## src/rtl/crit_entry_ctrl.sv

```systemverilog
module crit_entry_ctrl #(
  parameter int NSRC   = 4,
  parameter int CE_BIT = 17,
  parameter int ME_BIT = 12,
  parameter int DE_BIT = 9,
  parameter int RI_BIT = 1
) (
  input  logic            clk,
  input  logic            rst_n,
  input  logic            crit_req_n,
  input  logic            avec_n,
  input  logic [11:0]     ext_voff,
  input  logic [NSRC-1:0] mc_src,
  input  logic [NSRC-1:0] mcsr_clr,
  input  logic [15:0]     ivpr_hi,
  input  logic [11:0]     ivor0_off,
  input  logic [11:0]     ivor1_off,
  input  logic            dbg_unit_en,
  input  logic            cfg_ci_clr_de,
  input  logic            cfg_mc_clr_de,
  input  logic [31:0]     cur_pc,
  input  logic [31:0]     msr_cur,
  output logic            vec_valid,
  output logic            vec_is_mc,
  output logic [31:0]     vec_addr,
  output logic [31:0]     msr_nxt,
  output logic [31:0]     csrr0,
  output logic [31:0]     csrr1,
  output logic [NSRC-1:0] mcsr,
  output logic            checkstop
);

  logic        mc_hit, mc_take, cs_hit, ci_take;
  logic [11:0] off;
  logic [31:0] msr_upd;

  assign mc_hit  = |mc_src;
  assign mc_take = !checkstop && mc_hit && msr_cur[ME_BIT];
  assign cs_hit  = !checkstop && mc_hit && !msr_cur[ME_BIT];
  assign ci_take = !checkstop && !mc_hit && !crit_req_n && msr_cur[CE_BIT];
  assign off     = mc_take ? ivor1_off : (avec_n ? ext_voff : ivor0_off);

  always_comb begin
    msr_upd         = msr_cur;
    msr_upd[CE_BIT] = 1'b0;
    msr_upd[RI_BIT] = 1'b0;
    if (mc_take) begin
      msr_upd[ME_BIT] = 1'b0;
      if (cfg_mc_clr_de) msr_upd[DE_BIT] = 1'b0;
    end else if (!dbg_unit_en || cfg_ci_clr_de) begin
      msr_upd[DE_BIT] = 1'b0;
    end
  end

  always_ff @(posedge clk or negedge rst_n) begin
    if (!rst_n) begin
      vec_valid <= 1'b0;
      vec_is_mc <= 1'b0;
      vec_addr  <= '0;
      msr_nxt   <= '0;
      csrr0     <= '0;
      csrr1     <= '0;
      mcsr      <= '0;
      checkstop <= 1'b0;
    end else begin
      vec_valid <= mc_take || ci_take;
      vec_is_mc <= mc_take;
      if (mc_take || ci_take) begin
        vec_addr <= {ivpr_hi, off, 4'b0000};
        msr_nxt  <= msr_upd;
      end
      if (ci_take) begin
        csrr0 <= cur_pc;
        csrr1 <= msr_cur;
      end
      mcsr <= (mcsr & ~mcsr_clr) | (mc_take ? mc_src : '0);
      if (cs_hit) checkstop <= 1'b1;
    end
  end

  AST_CE_GATE: assert property (@(posedge clk) disable iff (!rst_n)
    (!msr_cur[CE_BIT] && !mc_hit) |=> !vec_valid);
  AST_CI_SAVE: assert property (@(posedge clk) disable iff (!rst_n)
    ci_take |=> (csrr0 == $past(cur_pc)) && (csrr1 == $past(msr_cur)));
  AST_ENTRY_CLR: assert property (@(posedge clk) disable iff (!rst_n)
    vec_valid |-> (!msr_nxt[CE_BIT] && !msr_nxt[RI_BIT]));
  AST_DE_KEEP: assert property (@(posedge clk) disable iff (!rst_n)
    (ci_take && dbg_unit_en && !cfg_ci_clr_de) |=> (msr_nxt[DE_BIT] == $past(msr_cur[DE_BIT])));
  AST_MC_PRIO: assert property (@(posedge clk) disable iff (!rst_n)
    (!checkstop && mc_hit && msr_cur[ME_BIT] && !crit_req_n) |=> (vec_valid && vec_is_mc));
  AST_CHKSTP_STICKY: assert property (@(posedge clk) disable iff (!rst_n)
    checkstop |=> checkstop);
  AST_NO_VEC_IN_CHKSTP: assert property (@(posedge clk) disable iff (!rst_n)
    checkstop |=> !vec_valid);

endmodule

```

## config.mk

```make
export PLATFORM = sky130hd
export DESIGN_NAME = crit_entry_ctrl
export DESIGN_NICKNAME = d
export VERILOG_FILES = /design/src/rtl/crit_entry_ctrl.sv
export SDC_FILE = /design/constraint.sdc
export NUM_CORES = 1
export LEC_CHECK = 0
export BUFFER_PORTS_ARGS = -buffer_cell sky130_fd_sc_hd__buf_4
export CORE_UTILIZATION = 45
export CTS_BUF_LIST = sky130_fd_sc_hd__clkbuf_4 sky130_fd_sc_hd__clkbuf_8
export CTS_CLUSTER_SIZE = 40
export DETAILED_ROUTE_END_ITERATION = 10
export PLACE_DENSITY_LB_ADDON = 0.15
export SYNTH_ARGS = -nofsm -noshare
export SYNTH_HDL_FRONTEND = slang
export SYNTH_SLANG_ARGS = --single-unit
```

## constraint.sdc

```tcl
create_clock -name clk -period 2.1 [get_ports clk]
set_input_delay 0.105 -clock clk [delete_from_list [all_inputs] [get_ports clk]]
set_output_delay 0.105 -clock clk [all_outputs]
set_load 0.02 [all_outputs]
```

==> results of run 1 <==
-- worst max path at each step --
stage                                from                     to  slack (ps)  depth (start not counted)
floorplan           checkstop$_DFFE_PN0P_  csrr0[11]$_DFFE_PN0P_         150                          5
global placement    checkstop$_DFFE_PN0P_   csrr1[8]$_DFFE_PN0P_         240                          4
detailed placement  checkstop$_DFFE_PN0P_  csrr0[27]$_DFFE_PN0P_         190                          4
CTS                 checkstop$_DFFE_PN0P_  csrr1[16]$_DFFE_PN0P_         190                          4
global route        checkstop$_DFFE_PN0P_  csrr0[30]$_DFFE_PN0P_         120                          4
finish              checkstop$_DFFE_PN0P_  csrr0[21]$_DFFE_PN0P_         180                          4
-- critical path, delay by kind of cell (launching register included) --
kind | cells | cell delay, ps
AND/OR/NAND/NOR | 2 | 650
flip-flops | 1 | 420
buffers and inverters | 1 | 300
multiplexers | 1 | 390
-- kinds of logic (layout without fill, tap and decap cells) --
family	after synthesis	count (layout)	synth area share, %
other	1	6	0.0739
flip-flops	129	129	63.7
buffers and inverters	32	409	3.40
AND/OR/NAND/NOR	28	28	3.21
multiplexers	119	119	26.1
AO/OA/AOI/OAI	22	22	3.55
-- per-layer routing --
layer	up-vias	GRT usage [%]	share of wire (%)
li1	1912	-	-
met1	2042	27.8	36
met2	187	48.0	54
met3	34	8.74	7.7
met4	0	11.4	3.2
met5	-	0	0
-- registers in the layout (all words and copies together) (netlist names) --
| signal | flops |
|---|---|
| vec_valid | 1 |
| vec_addr | 28 |
| csrr0 | 32 |
| checkstop | 1 |
| csrr1 | 32 |
| mcsr | 4 |
| msr_nxt | 30 |
| vec_is_mc | 1 |
-- power breakdown --
part / switching (mW) / total (mW) / internal (mW)
sequential: 0.0988 / 2.76 / 2.66
combinational: 0.513 / 1.14 / 0.632
clock: 0.950 / 2.50 / 1.55
-- layout make-up --
cell class,instances,share of cell area [%]
repair buffers,370,35.4
clock buffers,22,3.42
clock inverters,10,2.06
inverters,7,0.303
multi-input cells,175,19.6
flip-flops and latches,129,37.2
well taps,140,2.02
-- Yosys cell counts --
| library cell | instances |
|---|---|
| o21ai_0 | 6 |
| a221o_1 | 12 |
| nor4_2 | 1 |
| o21bai_1 | 1 |
| conb_1 | 1 |
| nand2_1 | 6 |
| buf_6 | 2 |
| a21oi_1 | 1 |
| buf_1 | 2 |
| buf_2 | 9 |
| buf_4 | 7 |
| a221oi_1 | 1 |
| nor2b_1 | 1 |
| inv_1 | 7 |
| mux2_1 | 6 |
| mux2i_1 | 13 |
| nor3b_1 | 1 |
| mux2_2 | 100 |
| or3b_2 | 1 |
| nor2_4 | 1 |
| a311oi_1 | 1 |
| clkbuf_1 | 5 |
| nand3_1 | 1 |
| nand2b_1 | 2 |
| nor3_1 | 12 |
| or4_1 | 1 |
| and2_4 | 1 |
| dfrtp_1 | 129 |
-- stage by stage --
stage          instance area, um^2  hold WS, ps
2_1_floorplan                 5090         -191
3_3_place_gp                  7190          144
3_5_place_dp                  7190          158
4_1_cts                       8670         31.4
5_1_grt                       8670         58.4
6_report                      8670         54.8
-- timing repair --
action / in CTS / in global routing
hold buffers: 101 / 0
setup buffers: 0 / 0
hold endpoints to repair: 170 / 0
resized for setup: 0 / 0
==> impl_results.md, run 1 <==
* Via-to-Cell Ratio at 4.89
* Inserted Diodes at 0
* Vias at 4175
* Clk pin slew, worst setup/hold paths at 70 ps
* Die Wd at 108 um
* CP max stage delay at 530 ps
* Post-DP HPWL at roughly 9.3 mm
* Num CTS Buffers at 17
* Leak pwr at 4.50 nW
* Total Wirelength at 15.0 mm
* Fmax achieved at 0.520 GHz
* Routed Antenna Nets at 0
* Status: finished clean
* Share of cells above drive strength 1 at roughly 57%
* Wire per inst at ~18 um
* Syn avg cell area at around 15 um^2
* Pre-Repair DR Iteration Count at 4
* RD Place Congestion at 0.757
* Final Cycle Share at 91.6%
* Die area at 11700 um^2
* CTS tree: yes
* Worst Hold Class: input port to flop
* Nets at 831
* Skew final at approximately 13 ps
* Post-Synthesis Cells at between 300 and 400
* Register area share after synthesis at 63.7%
* First-pass GRT wire length at 23.0 mm
* Clock root cell: clkbuf_8
* Yosys top cell by area: dfrtp_1
* Initial Utilization at 46.6%
* Area taken by multi-input logic gates at 1700 um^2
* Final core utilization at 79.7%
* Synth-to-layout area growth at 71.1%
* Crit path required time at 2410 ps
* Min cycle time layout at 1920 ps
* Placed cells at 720
* Area occupied by registers at 3230 um^2
* Initial antenna violation count at 0
* IO Port Bufs at 259
* Worst hold path depth at 4
* Vias in the first global route at 4634
* Core box area at approximately 11000 um^2
* Flops & latches, synth at 129
* Commonest non-fill, non-tap cell in the layout: buf_4
* Crit path kind: flop to flop
* CP Launch Type: flop
* R2R setup slack at approximately 180 ps
* Worst Hold Launch: crit_req_n
* Leading cell types in the layout, fill and taps excluded: buf_4, dfrtp_1, dlygate4sd3_1, mux2_2, clkbuf_8
* Reg-to-reg endpoint: csrr0[21]$_DFFE_PN0P_
* Ys Warns at 0
* Synth unique cells at 28
* Critical Path Fanout Max at 61
* Final setup fails at 0
* Slew Viols, Final at 0
* Largest net degree at the start of global routing at a little over 60
* Finished Layout Cells at 853
* I/O Pins at roughly 270
* Pwr Total at about 6.4 mW
* Worst slack at placement at between 150 and 200 ps
* Reg-to-reg startpoint: checkstop$_DFFE_PN0P_
* Synth area leaders: dfrtp_1, mux2_2, mux2i_1
* Hold Vio Cnt, Final at 0
* Worst vdd ir at 0.561 mV
* Unrepaired setup endpoints after global routing: no
* Num rows at 38
* Worst-margin pin slew at 609 ps
* CP Capture Type: flop
* Worst slew margin at between 50% and 60%
* Worst path slowest cell: or3b_2
* PwrDens at 738 nW/um^2
* Worst skew pair latency at around 430 ps
* Initial drt markers at around 240
* Syn Std Cell Area at 5070 um^2
* Crit path cell chain: or3b_2 -> nor2_4 -> buf_12 -> mux2_2
* Final TNS setup at 0 ps
* Grt ovf at 0
* Total GRT Usage at 26.4%
* # DRC at 0
* Htree depth at 4
* Worst Path Arrival at 2230 ps
* Die Y at 108 um
* Longest Clk Path Bufs at 2
* Setup ws final at 176 ps
* Post-synth top area share at between 60 and 70%
* Fillers at 638
* Max_cap viols at 0
* TritonCTS Sinks at 129
* FF-to-FF path depth at 4
* Hold endpoint: csrr1[12]$_DFFE_PN0P_
Note: power is estimated with default switching activity, not from simulation.
==> inputs of run 2 (changes only) <==
--- a/config.mk
+++ b/config.mk
@@ -6,6 +6,7 @@
 export NUM_CORES = 1
 export LEC_CHECK = 0
 export BUFFER_PORTS_ARGS = -buffer_cell sky130_fd_sc_hd__buf_4
+export CORE_MARGIN = 2
 export CORE_UTILIZATION = 45
 export CTS_BUF_LIST = sky130_fd_sc_hd__clkbuf_4 sky130_fd_sc_hd__clkbuf_8
 export CTS_CLUSTER_SIZE = 40
==> run 2 against run 1 <==
Against the previous run:
- hold slack gained 12 ps
- cell count increased by 0.12%
- critical path type unchanged
- sequential power barely moved
==> impl_results.md, run 2 (synthesis results as in run 1) <==
* Num rows at 38 (unchanged)
* Initial Utilization at 46.4% (was 46.6%)
* Die Y at 110 um (was 108 um)
* Worst skew pair latency at 420 ps (was 430 ps)
* Clock group share of total power at 32.8% (was 39.0%)
* Leak pwr at 4.44 nW (was 4.50 nW)
* Synth-to-layout area growth at 68.7% (was 71.1%)
* # DRC at 0 (unchanged)
* Reg-to-reg startpoint: checkstop$_DFFE_PN0P_ (unchanged)
* Fmax achieved at 0.515 GHz (was 0.520 GHz)
* Worst slew margin at 65.8% (was 59.4%)
* Flop pwr share at 47.5% (was 43.1%)
* Share of cells above drive strength 1 at 56.9% (unchanged)
* Total GRT Usage at 25.5% (was 26.4%)
* CP Launch Point: checkstop$_DFFE_PN0P_ (unchanged)
* Skew final at 5.96 ps (was 13.0 ps)
* Top flop regs: csrr0 x32, csrr1 x32, msr_nxt x30 (unchanged)
* Worst Hold Class: input port to flop (unchanged)
* Grt ovf at 0 (unchanged)
* RD Place Congestion at 0.763 (was 0.757)
* Critical Path Fanout Max at 61 (unchanged)
* I/O Pins at 266 (unchanged)
* CP Capture Type: flop (unchanged)
* Int Pwr at 4.26 mW (was 4.84 mW)
* Core box area at 10900 um^2 (about the same)
* Post_cts resized at 0 (unchanged)
* Die Wd at 110 um (was 108 um)
* PwrDens at 678 nW/um^2 (was 738 nW/um^2)
* Final TNS setup at 0 ps (unchanged)
* CTS tree: yes (unchanged)
* Post-DP HPWL at 9.69 mm (was 9.34 mm)
* Worst vdd ir at 0.550 mV (was 0.561 mV)
* Nets at 831 (unchanged)
* Initial drt markers at 222 (was 241)
* Crit path required time at 2410 ps (about the same)
* Crit path kind: flop to flop (unchanged)
* Commonest non-fill, non-tap cell in the layout: buf_4 (unchanged)
* NetSw at 1.54 mW (was 1.56 mW)
* Worst Path Arrival at 2250 ps (was 2230 ps)
* Vias at 4189 (was 4175)
* Status: finished clean (unchanged)
* TritonCTS Sinks at 129 (unchanged)
* Hold Vio Cnt, Final at 0 (unchanged)
* Routed Antenna Nets at 0 (unchanged)
* First-pass GRT wire length at 22.9 mm (was 23.0 mm)
* IO Port Bufs at 259 (unchanged)
* Pre-Repair DR Iteration Count at 4 (unchanged)
* Via-to-Cell Ratio at 4.91 (was 4.89)
* CP max stage delay at 540 ps (was 530 ps)
* Clk pin slew, worst setup/hold paths at 70 ps (about the same)
* Slew Viols, Final at 0 (unchanged)
* Combinational power share at 19.7% (was 17.9%)
* Max_cap viols at 0 (unchanged)
* Die area at 12100 um^2 (was 11700 um^2)
* Clock root cell: clkbuf_8 (unchanged)
* CP Launch Type: flop (unchanged)
* Num CTS Buffers at 17 (unchanged)
* Largest net degree at the start of global routing at 72 (was 62)
* Min cycle time layout at 1940 ps (was 1920 ps)
* Vias in the first global route at 4691 (was 4634)
* Final hold slack at 66.6 ps (was 54.8 ps)
* Worst Hold Launch: crit_req_n (unchanged)
* Leading cell types in the layout, fill and taps excluded: buf_4, dfrtp_1, dlygate4sd3_1, mux2_2, clkbuf_8 (unchanged)
* Wire per inst at 17.8 um (was 17.6 um)
* Unrepaired setup endpoints after global routing: no (unchanged)
* Htree depth at 4 (unchanged)
* Crit path cell chain: or3b_2 -> nor2_4 -> buf_12 -> mux2_2 (unchanged)
* Initial antenna violation count at 1 (was 0)
* Final setup fails at 0 (unchanged)
* Worst path slowest cell: or3b_2 (unchanged)
* Fillers at 636 (was 638)
* Final Cycle Share at 92.4% (was 91.6%)
* Total Wirelength at 15.2 mm (was 15.0 mm)
* Worst-margin pin slew at 512 ps (was 609 ps)
* Switching share of power at 26.6% (was 24.4%)
* Longest Clk Path Bufs at 2 (unchanged)
==> run 2: cell count changes in the layout (fill, tap and decap cells not counted), sizes merged <==
cell / previous run / this run
bufinv: 5 / 1
clkbuf: 22 / 20
clkinv: 5 / 8
clkinvlp: 0 / 3
diode: 0 / 1
==> run 2: timing repair <==
item | CTS | global route
buffers inserted | 0 | 0
endpoints found under the hold margin | 159 | 0
setup endpoints to repair | 0 | 0
hold buffers | 101 | 0
==> run 2: stage by stage <==
stage	std cells	cell area (um^2)	worst slack (ps)	util [%]	total power [mW]
floorplan	336	5090	151	-	3.20
global placement	720	7190	251	65.7	3.76
detailed placement	720	7190	189	65.7	3.79
CTS	853	8550	154	78.2	5.85
global route	854	8560	91.5	78.2	6.05
finish	854	8560	159	78.2	5.80
==> run 2: worst max-delay path, delay by kind of cell, from the launching register on <==
kind / cells / cell delay, ps
muxes: 1 / 400
DFF: 1 / 420
and+or+nand+nor: 2 / 670
buffers and inverters: 1 / 330
==> run 2: final timing paths <==
check                                          end  cells after the start  slack [ps]
max                           csrr0[5]$_DFFE_PN0P_                      4         160
min                          csrr1[12]$_DFFE_PN0P_                      4          70
max reg2reg                   csrr0[5]$_DFFE_PN0P_                      4         160
min reg2reg                  csrr0[19]$_DFFE_PN0P_                      1         490
max in group asynchronous     csrr1[6]$_DFFE_PN0P_                      3        1230
min in group asynchronous  msr_nxt[30]$_DFFE_PN0P_                      2         160
==> run 2: layer usage <==
layer | track usage (%) | vias to the layer above | part of all wire, %
li1 | - | 1912 | -
met1 | 25.8 | 2066 | 34
met2 | 46.5 | 175 | 55
met3 | 8.47 | 36 | 7.7
met4 | 12.9 | 0 | 3.2
met5 | 0 | - | 0
==> run 2: layout make-up <==
type	count	area [um^2]	share of cell area (%)
Sequential cell	129	3230	37.7
Timing Repair Buffer	370	3070	35.9
Multi-Input combinational cell	175	1700	19.9
Clock buffer	20	263	3.07
Tap cell	140	175	2.05
Clock inverter	12	92.6	1.08
Inverter	7	26.3	0.307
Antenna cell	1	2.50	0.0292
==> run 2: power by group through the flow <==
stage | sequential [mW] | clock, mW | combinational, mW
2_1_floorplan | 3.01 | 0 | 0.194
3_3_place_gp | 2.79 | 0 | 0.974
3_5_place_dp | 2.80 | 0 | 0.988
4_1_cts | 2.75 | 1.96 | 1.14
5_1_grt | 2.77 | 2.06 | 1.21
6_report | 2.76 | 1.91 | 1.14
==> inputs of run 3 (changes only) <==
--- a/config.mk
+++ b/config.mk
@@ -5,7 +5,7 @@
 export SDC_FILE = /design/constraint.sdc
 export NUM_CORES = 1
 export LEC_CHECK = 0
-export BUFFER_PORTS_ARGS = -buffer_cell sky130_fd_sc_hd__buf_4
+export BUFFER_PORTS_ARGS = -buffer_cell sky130_fd_sc_hd__buf_2
 export CORE_MARGIN = 2
 export CORE_UTILIZATION = 45
 export CTS_BUF_LIST = sky130_fd_sc_hd__clkbuf_4 sky130_fd_sc_hd__clkbuf_8
==> run 3 against run 2 <==
Against the previous run:
- cell area shrank 7.1%
- sequential cell count is the same
- combinational power shrank 15%
- wire length shrank 6.8%
- maximum frequency grew 4.1%
- total power shrank 1.5%
- clock-buffer cell count is the same
- core utilization shrank 5.6 points
- cell count shrank 0.23%
- first-iteration DRC count shrank 17%
- largest cell class unchanged
- largest power group unchanged
==> impl_results.md, run 3 (synthesis results as in run 1) <==
* Top flop regs: csrr0 x32, csrr1 x32, msr_nxt x30 (unchanged)
* Grt ovf at 0 (unchanged)
* Commonest non-fill, non-tap cell in the layout: buf_2 (was buf_4)
* Critical Path End: csrr0[0]$_DFFE_PN0P_ (was csrr0[5]$_DFFE_PN0P_)
* Total GRT Usage at 23.6% (was 25.5%)
* Largest net degree at the start of global routing at 130 (was 72)
* Vias at 4140 (was 4189)
* Leak pwr at 4.31 nW (was 4.44 nW)
* Max_cap viols at 0 (unchanged)
* Share of cells above drive strength 1 at 56.7% (was 56.9%)
* Longest Clk Path Bufs at 2 (unchanged)
* Die area at 12100 um^2 (unchanged)
* Skew final at 8.78 ps (was 5.96 ps)
* Nets at 831 (unchanged)
* CTS Hold Bufs at 102 (was 101)
* Final TNS setup at 0 ps (unchanged)
* Worst Hold Class: input port to flop (unchanged)
* First-pass GRT wire length at 21.5 mm (was 22.9 mm)
* Min cycle time layout at 1860 ps (was 1940 ps)
* Inserted Diodes at 0 (was 1)
* Setup ws final at 235 ps (was 159 ps)
* Worst skew pair latency at 410 ps (was 420 ps)
* CP Launch Point: checkstop$_DFFE_PN0P_ (unchanged)
* Clock root cell: clkbuf_8 (unchanged)
* Cell count along the critical path at 4 (unchanged)
* Slew Viols, Final at 0 (unchanged)
* Worst Path Arrival at 2160 ps (was 2250 ps)
* Reg-to-reg startpoint: checkstop$_DFFE_PN0P_ (unchanged)
* I/O Pins at 266 (unchanged)
* Core box area at 10900 um^2 (unchanged)
* Worst-margin pin slew at 726 ps (was 512 ps)
* Die Y at 110 um (unchanged)
* R2R setup slack at 240 ps (was 160 ps)
* Crit path required time at 2390 ps (was 2410 ps)
* Unrepaired setup endpoints after global routing: no (unchanged)
* CP max stage delay at 530 ps (was 540 ps)
* Worst slack at placement at 246 ps (was 189 ps)
* Hold Vio Cnt, Final at 0 (unchanged)
* Setup Buffers After CTS at 0 (unchanged)
* Total Wirelength at 14.2 mm (was 15.2 mm)
* Routed Antenna Nets at 0 (unchanged)
* Synth-to-layout area growth at 56.7% (was 68.7%)
* Num CTS Buffers at 17 (unchanged)
* CP Capture Type: flop (unchanged)
* Crit path cell chain: or3b_2 -> nor2_4 -> buf_12 -> mux2_2 (unchanged)
* Final setup fails at 0 (unchanged)
* TritonCTS Sinks at 129 (unchanged)
* Pre-Repair DR Iteration Count at 4 (unchanged)
* # DRC at 0 (unchanged)
* Final Cycle Share at 88.8% (was 92.4%)
* Via-to-Cell Ratio at 4.86 (was 4.91)
* CP Launch Type: flop (unchanged)
* Crit path kind: flop to flop (unchanged)
* Critical Path Fanout Max at 35 (was 61)
* Reg-to-reg endpoint: csrr0[0]$_DFFE_PN0P_ (was csrr0[5]$_DFFE_PN0P_)
* Post-DP HPWL at 9.07 mm (was 9.69 mm)
* Die Wd at 110 um (unchanged)
* Initial antenna violation count at 0 (was 1)
* Wire per inst at 16.6 um (was 17.8 um)
* RD Place Congestion at 0.765 (was 0.763)
* Worst slew margin at 51.6% (was 65.8%)
* Vias in the first global route at 4482 (was 4691)
* FF-to-FF path depth at 4 (unchanged)
* Post_cts resized at 0 (unchanged)
* Htree depth at 4 (unchanged)
* Worst vdd ir at 0.460 mV (was 0.550 mV)
* Initial Utilization at 46.4% (unchanged)
* Buf+Inv Stages, Crit Path at 1 (unchanged)
* Num rows at 38 (unchanged)
* Clk pin slew, worst setup/hold paths at 70 ps (about the same)
* CP top delay family: simple AND/OR/NAND/NOR gates (unchanged)
* Initial drt markers at 184 (was 222)
* IO Port Bufs at 259 (unchanged)
* Leading cell types in the layout, fill and taps excluded: buf_2, dfrtp_1, dlygate4sd3_1, mux2_2, clkbuf_8 (was buf_4, dfrtp_1, dlygate4sd3_1, mux2_2, clkbuf_8)
* PwrDens at 720 nW/um^2 (was 678 nW/um^2)
* Fmax achieved at 0.536 GHz (was 0.515 GHz)
* Status: finished clean (unchanged)
* Worst path slowest cell: or3b_2 (unchanged)
* CTS tree: yes (unchanged)
run 3: stage by stage:
step / hold WS [ps] / instances / area [um^2] / total power [mW] / util, %
after floorplan: -191 / 336 / 5090 / 3.20 / -
after global placement: 268 / 719 / 6550 / 3.58 / 59.9
after detailed placement: 274 / 719 / 6550 / 3.61 / 59.9
after CTS: 23.5 / 852 / 7950 / 5.77 / 72.7
after global routing: 51.6 / 852 / 7950 / 5.98 / 72.7
final: 59.8 / 852 / 7950 / 5.72 / 72.7
run 3: final cells by class:
type	count	area (um^2)
clock inverter	11	115
inverter	7	26.3
multi-input combinational	175	1700
timing repair buffer	370	2440
sequential	129	3230
tap	140	175
fill	765	2990
clock buffer	20	263
run 3: how the worst min path moves through the flow:
stage               start                     to  slack [ps]  cells past startpoint
2_1_floorplan       rst_n  checkstop$_DFFE_PN0P_        -190                      0
3_3_place_gp        rst_n  csrr0[19]$_DFFE_PN0P_         270                      2
3_5_place_dp        rst_n  csrr0[22]$_DFFE_PN0P_         270                      2
4_1_cts        crit_req_n  csrr1[12]$_DFFE_PN0P_          20                      4
5_1_grt        crit_req_n  csrr1[17]$_DFFE_PN0P_          50                      4
6_report       crit_req_n  csrr1[12]$_DFFE_PN0P_          60                      4
run 3: worst register-to-register path, stage by stage, from the launching register on:
cell,delay [ps]
dfrtp_1,420
or3b_2,530
nor2_4,170
buf_12,240
mux2_2,380
run 3: report_power, final:
part	internal (mW)	switching [mW]
combinational	0.466	0.498
sequential	2.66	0.0893
clock	1.09	0.913
run 3: metal layers:
metal / GRT usage (%) / vias up / share of wire (%)
met4: 9.91 / 0 / 2.4
met5: 0 / - / 0
met1: 24.3 / 2028 / 36
met2: 42.9 / 172 / 53
met3: 8.47 / 27 / 7.9
li1: - / 1913 / -
